**src/rtl/lscm_pkg.sv**
```systemverilog
package lscm_pkg;
  localparam int unsigned MIN_HALF = 2;

  typedef enum logic {DIR_DOWN = 1'b0, DIR_UP = 1'b1} ramp_dir_e;

  function automatic int unsigned lvl_width(int unsigned n);
    return (n < 2) ? 1 : $clog2(n);
  endfunction
endpackage

```
**src/rtl/lscm_tri_counter.sv**
```systemverilog
module lscm_tri_counter #(
  parameter int unsigned PER_W = 16
) (
  input  logic             clk_i,
  input  logic             rst_ni,
  input  logic [PER_W-1:0] per_i,
  output logic [PER_W-1:0] cnt_o,
  output logic [PER_W-1:0] half_o,
  output logic             peak_o,
  output logic             valley_o
);
  import lscm_pkg::*;

  localparam logic [PER_W-1:0] HALF_MIN = PER_W'(MIN_HALF);

  ramp_dir_e        dir_q;
  logic [PER_W-1:0] cnt_q, half_q, per_eff;

  assign per_eff  = (per_i < HALF_MIN) ? HALF_MIN : per_i;
  assign peak_o   = (dir_q == DIR_UP) && (cnt_q == half_q);
  assign valley_o = (dir_q == DIR_DOWN) && (cnt_q == '0);
  assign cnt_o    = cnt_q;
  assign half_o   = half_q;

  always_ff @(posedge clk_i or negedge rst_ni) begin
    if (!rst_ni) begin
      dir_q  <= DIR_DOWN;
      cnt_q  <= '0;
      half_q <= HALF_MIN;
    end else if (dir_q == DIR_UP) begin
      if (peak_o) begin
        dir_q <= DIR_DOWN;
        cnt_q <= cnt_q - 1'b1;
      end else begin
        cnt_q <= cnt_q + 1'b1;
      end
    end else begin
      if (valley_o) begin
        // new half-period only takes effect on a fresh rising ramp
        dir_q  <= DIR_UP;
        cnt_q  <= PER_W'(1);
        half_q <= per_eff;
      end else begin
        cnt_q <= cnt_q - 1'b1;
      end
    end
  end
endmodule

```
**src/rtl/lscm_band_cmp.sv**
```systemverilog
module lscm_band_cmp #(
  parameter int unsigned N_LEVELS = 5,
  parameter int unsigned DUTY_W   = 12,
  parameter int unsigned PER_W    = 16,
  localparam int unsigned LW      = lscm_pkg::lvl_width(N_LEVELS)
) (
  input  logic [DUTY_W-1:0] duty_i,
  input  logic [PER_W-1:0]  cnt_i,
  input  logic [PER_W-1:0]  half_i,
  output logic [LW-1:0]     lvl_o
);
  localparam int unsigned NCAR   = N_LEVELS - 1;
  localparam int unsigned PROD_W = DUTY_W + PER_W + 4;

  logic [PROD_W-1:0] duty_scaled;
  logic [NCAR-1:0]   above;

  // duty*C*H vs (k*H + t)*2^DUTY_W keeps the comparison exact
  assign duty_scaled = PROD_W'(duty_i) * PROD_W'(NCAR) * PROD_W'(half_i);

  for (genvar k = 0; k < NCAR; k++) begin : g_car
    logic [PROD_W-1:0] car_scaled;
    assign car_scaled = (PROD_W'(k) * PROD_W'(half_i) + PROD_W'(cnt_i)) << DUTY_W;
    assign above[k]   = duty_scaled > car_scaled;
  end

  always_comb begin
    lvl_o = '0;
    for (int k = 0; k < NCAR; k++) lvl_o = lvl_o + LW'(above[k]);
  end
endmodule

```
**src/rtl/lscm_modulator.sv**
```systemverilog
module lscm_modulator #(
  parameter int unsigned NPH      = 3,
  parameter int unsigned N_LEVELS = 5,
  parameter int unsigned DUTY_W   = 12,
  parameter int unsigned PER_W    = 16,
  localparam int unsigned LW      = lscm_pkg::lvl_width(N_LEVELS)
) (
  input  logic                         clk_i,
  input  logic                         rst_ni,
  input  logic [PER_W-1:0]             per_i,
  input  logic [NPH-1:0][DUTY_W-1:0]   duty_i,
  output logic [NPH-1:0][LW-1:0]       lvl_o,
  output logic                         strb_o
);
  logic [PER_W-1:0]           cnt_q, half_q;
  logic                       peak, valley, turn;
  logic [NPH-1:0][DUTY_W-1:0] duty_q;
  logic                       strb_q;

  lscm_tri_counter #(.PER_W(PER_W)) u_tri (
    .clk_i    (clk_i),
    .rst_ni   (rst_ni),
    .per_i    (per_i),
    .cnt_o    (cnt_q),
    .half_o   (half_q),
    .peak_o   (peak),
    .valley_o (valley)
  );

  assign turn = peak | valley;

  always_ff @(posedge clk_i or negedge rst_ni) begin
    if (!rst_ni) begin
      duty_q <= '0;
      strb_q <= 1'b0;
    end else begin
      strb_q <= turn;
      if (turn) duty_q <= duty_i;
    end
  end

  for (genvar p = 0; p < NPH; p++) begin : g_ph
    lscm_band_cmp #(
      .N_LEVELS (N_LEVELS),
      .DUTY_W   (DUTY_W),
      .PER_W    (PER_W)
    ) u_cmp (
      .duty_i (duty_q[p]),
      .cnt_i  (cnt_q),
      .half_i (half_q),
      .lvl_o  (lvl_o[p])
    );
  end

  assign strb_o = strb_q;
endmodule

```
**config.mk**
```make
export PLATFORM = sky130hd
export DESIGN_NAME = lscm_modulator
export DESIGN_NICKNAME = d
export VERILOG_FILES = /design/src/rtl/lscm_pkg.sv /design/src/rtl/lscm_tri_counter.sv /design/src/rtl/lscm_band_cmp.sv /design/src/rtl/lscm_modulator.sv
export SDC_FILE = /design/constraint.sdc
export NUM_CORES = 2
export LEC_CHECK = 0
export BUFFER_PORTS_ARGS = -buffer_cell sky130_fd_sc_hd__buf_4
export CAP_MARGIN = 20
export CORE_ASPECT_RATIO = 0.8
export CORE_MARGIN = 4
export CORE_UTILIZATION = 40
export DETAILED_ROUTE_END_ITERATION = 8
export HOLD_SLACK_MARGIN = 0.12
export PLACE_DENSITY = 0.56
export SYNTH_ARGS = -nofsm -noshare
export SYNTH_HDL_FRONTEND = slang
export SYNTH_SLANG_ARGS = --single-unit
```
**constraint.sdc**
```tcl
create_clock -name clk_i -period 12.1 [get_ports clk_i]
set_clock_uncertainty 0.1 [all_clocks]
set_input_delay 1.815 -clock clk_i [delete_from_list [all_inputs] [get_ports clk_i]]
set_output_delay 1.815 -clock clk_i [all_outputs]
set_load 0.03 [all_outputs]
```
==> metrics.txt <==
initial antenna violation count=1; critical path arrival=just over 9000 ps; TritonCTS clock tree=done; Hold Crit Class=flop to flop; grt total ovfl=0; dpl hpwl=between 70000 and 80000 um; overall routing resource usage=0.2350; Crit. End Element=primary output; # IOs=64; die area=75710 um2; DRC=0; Fin Setup TNS=0 ps; crit path max fanout=26; Rows=between 80 and 90; CTS root buffer=clkbuf_16; first-pass GRT wire length=between 100000 and 150000 um; Fin. Hold Viols=0; fin crit share=0.9309; instance area at placement=29910 um2; Detailed Route Iter0 Violations=~1800; hold_buf cts=0; share of cells above drive strength 1=0.06119; number of port buffers=63; routability cong.=approximately 1; GRT Max-Usage Layer=met2; clock transition at the registers of the reported paths=60 ps; GR Util met2=0.3814; Routed Antenna Nets=0; most frequent cells in the layout=inv_1 (598), nand2_1 (512), ha_1 (454), fa_1 (441), and2_1 (170); Syn Nets=4305; Initial DRT Pass Iterations=5; Worst EP required=about 10000 ps; Mapped Area=between 20000 and 30000 um2; maximum clock path buffer count=2; fin crit period=around 11000 ps; sequential share of the synthesized area=0.06142; Slew HR=0.2500; CP max stage cell=dfrtp_2; met1 usage=0.3357; H-tree depth=3; CP max stage delay=between 800 and 900 ps; Post-CTS Setup Inserts=0; crit path buf inv count=5; post-synth cell types=just over 90; critical path launch point type=flop; Max Clk Rate=roughly 90 MHz; Synth Register Bits=70; Starting Density=0.4046; number of cells produced by synthesis=~3400; WL/cell=between 20 and 25 um; CTS Buf Count=9; commonest non-fill, non-tap cell in the layout=inv_1; pre-CTS setup slack=between 1000 and 1500 ps; critical path's top delay family=adder cells; Worst Tran Pin Value=1116 ps; yosys synthesis warning count=0; Core Area=slightly above 70000 um2; most frequent CP cell=fa_1; vias=between 20000 and 25000; met3 GRT Util=0.03074; count of pins over their slew limit=0; Max Cap Viol=0; Crit Path Class=flop to primary output; vias in the first global route=23410; post-CTS sizing=0; fin area=30220 um2; Layout area overhead=5.875%; final setup violation count=0; die height=246.9 um; FF+latch area=~1800 um2; clk sink count=70; syn avg cell area=around 8.5 um2; status=finished clean; asr flop ratio synth=1.000; number of diodes=0; area of the multi-input gates=24020 um2; Via density=5.466; Worst-Skew Late Latency=370 ps; final WL=~89000 um; Final Worst Setup Slack=around 840 ps; # fillers=between 7000 and 8000; ys flop type=dfrtp_1; Post-synth EDFFs=0; Die W=306.6 um; largest net degree at the start of global routing=54; Final nets=4278; RSZ-0062 raised after global routing=false
flip-flops by register name, summed over array words and instances, names as in the netlist:
register / flops
u_tri.dir_q: 1
strb_o: 1
u_tri.half_o: 16
u_tri.cnt_o: 16
duty_q: 36
layer usage:
layer / vias up / routed length, um
li1: 10780 / -
met5: - / 0
met1: 11750 / 40680
met3: 78 / 6252
met2: 727 / 39770
met4: 0 / 1929
synth_stat cells (5+ instances only):
master / instances / area share
a211oi_1: 19 / 0.0050
a41oi_1: 5 / 0.0015
a31oi_1: 11 / 0.0024
nor2_1: 95 / 0.012
a22o_1: 6 / 0.0018
o21a_1: 28 / 0.0074
mux2_2: 36 / 0.014
xnor2_1: 61 / 0.019
o31a_1: 5 / 0.0015
clkbuf_1: 126 / 0.017
fa_1: 441 / 0.31
and3_1: 16 / 0.0035
nor3_1: 46 / 0.0081
or4_1: 5 / 0.0013
nand3_1: 48 / 0.0084
nand4_1: 39 / 0.0085
o21ai_1: 5 / 0.00088
inv_1: 598 / 0.079
or2_2: 11 / 0.0024
nor4_1: 15 / 0.0033
nand2_1: 512 / 0.067
o211ai_1: 6 / 0.0016
ha_1: 454 / 0.20
dfrtp_1: 69 / 0.060
nor2b_1: 31 / 0.0068
o21ai_0: 88 / 0.015
o41ai_1: 5 / 0.0015
a21o_1: 87 / 0.023
o21bai_1: 7 / 0.0018
and2_1: 170 / 0.037
a21oi_1: 127 / 0.022
xor2_1: 40 / 0.012
o22ai_1: 6 / 0.0013
nand2b_1: 28 / 0.0061
or3_1: 10 / 0.0022
area by class of cell:
cell class / instances / area share
tap: 934 / 0.03867
clock inverter: 6 / 0.002277
clock buffer: 10 / 0.007909
inverter: 598 / 0.07429
timing repair buffer: 94 / 0.02327
multi-input combinational: 2556 / 0.7949
sequential: 70 / 0.05863
stage by stage:
stage / utilization / std cells / hold slack [ps]
CTS: 0.4284 / 4268 / 602.6
global route: 0.4284 / 4268 / 658.2
finish: 0.4284 / 4268 / 634.5
global placement: 0.4239 / 4251 / 606.7
floorplan: - / 3356 / 452.8
detailed placement: 0.4240 / 4252 / 596.7
kinds of logic (layout without fill, tap and decap cells):
family                   count (synthesis)  count (layout)  share of synthesized area
XOR/XNOR                               101             101                    0.03100
flip-flops                              70              70                    0.06142
buffers and inverters                  730             708                    0.09693
adder cells (fa/ha/maj)                895             895                     0.5084
AND/OR/NAND/NOR                       1045            1045                     0.1738
multiplexers                            37              37                    0.01456
AO/OA/AOI/OAI                          478             478                     0.1139
final timing paths:
path,start,to,slack (ps),cells past startpoint
max in group asynchronous,rst_ni,u_tri.half_o[11]$_DFFE_PN0P_,9510,2
setup / recovery,u_tri.half_o[5]$_DFFE_PN0P_,lvl_o[7],840,31
min in group asynchronous,rst_ni,duty_q[11]$_DFFE_PN0P_,1230,1
setup reg to reg,u_tri.cnt_o[1]$_DFF_PN0_,duty_q[5]$_DFFE_PN0P_,7870,9
hold / removal,u_tri.cnt_o[8]$_DFF_PN0_,u_tri.cnt_o[8]$_DFF_PN0_,630,1
hold reg to reg,u_tri.cnt_o[8]$_DFF_PN0_,u_tri.cnt_o[8]$_DFF_PN0_,630,1
Power is left out: the tool's default activity adds up to more than one toggle a clock period on the data nets, which glitch-free logic cannot reach.
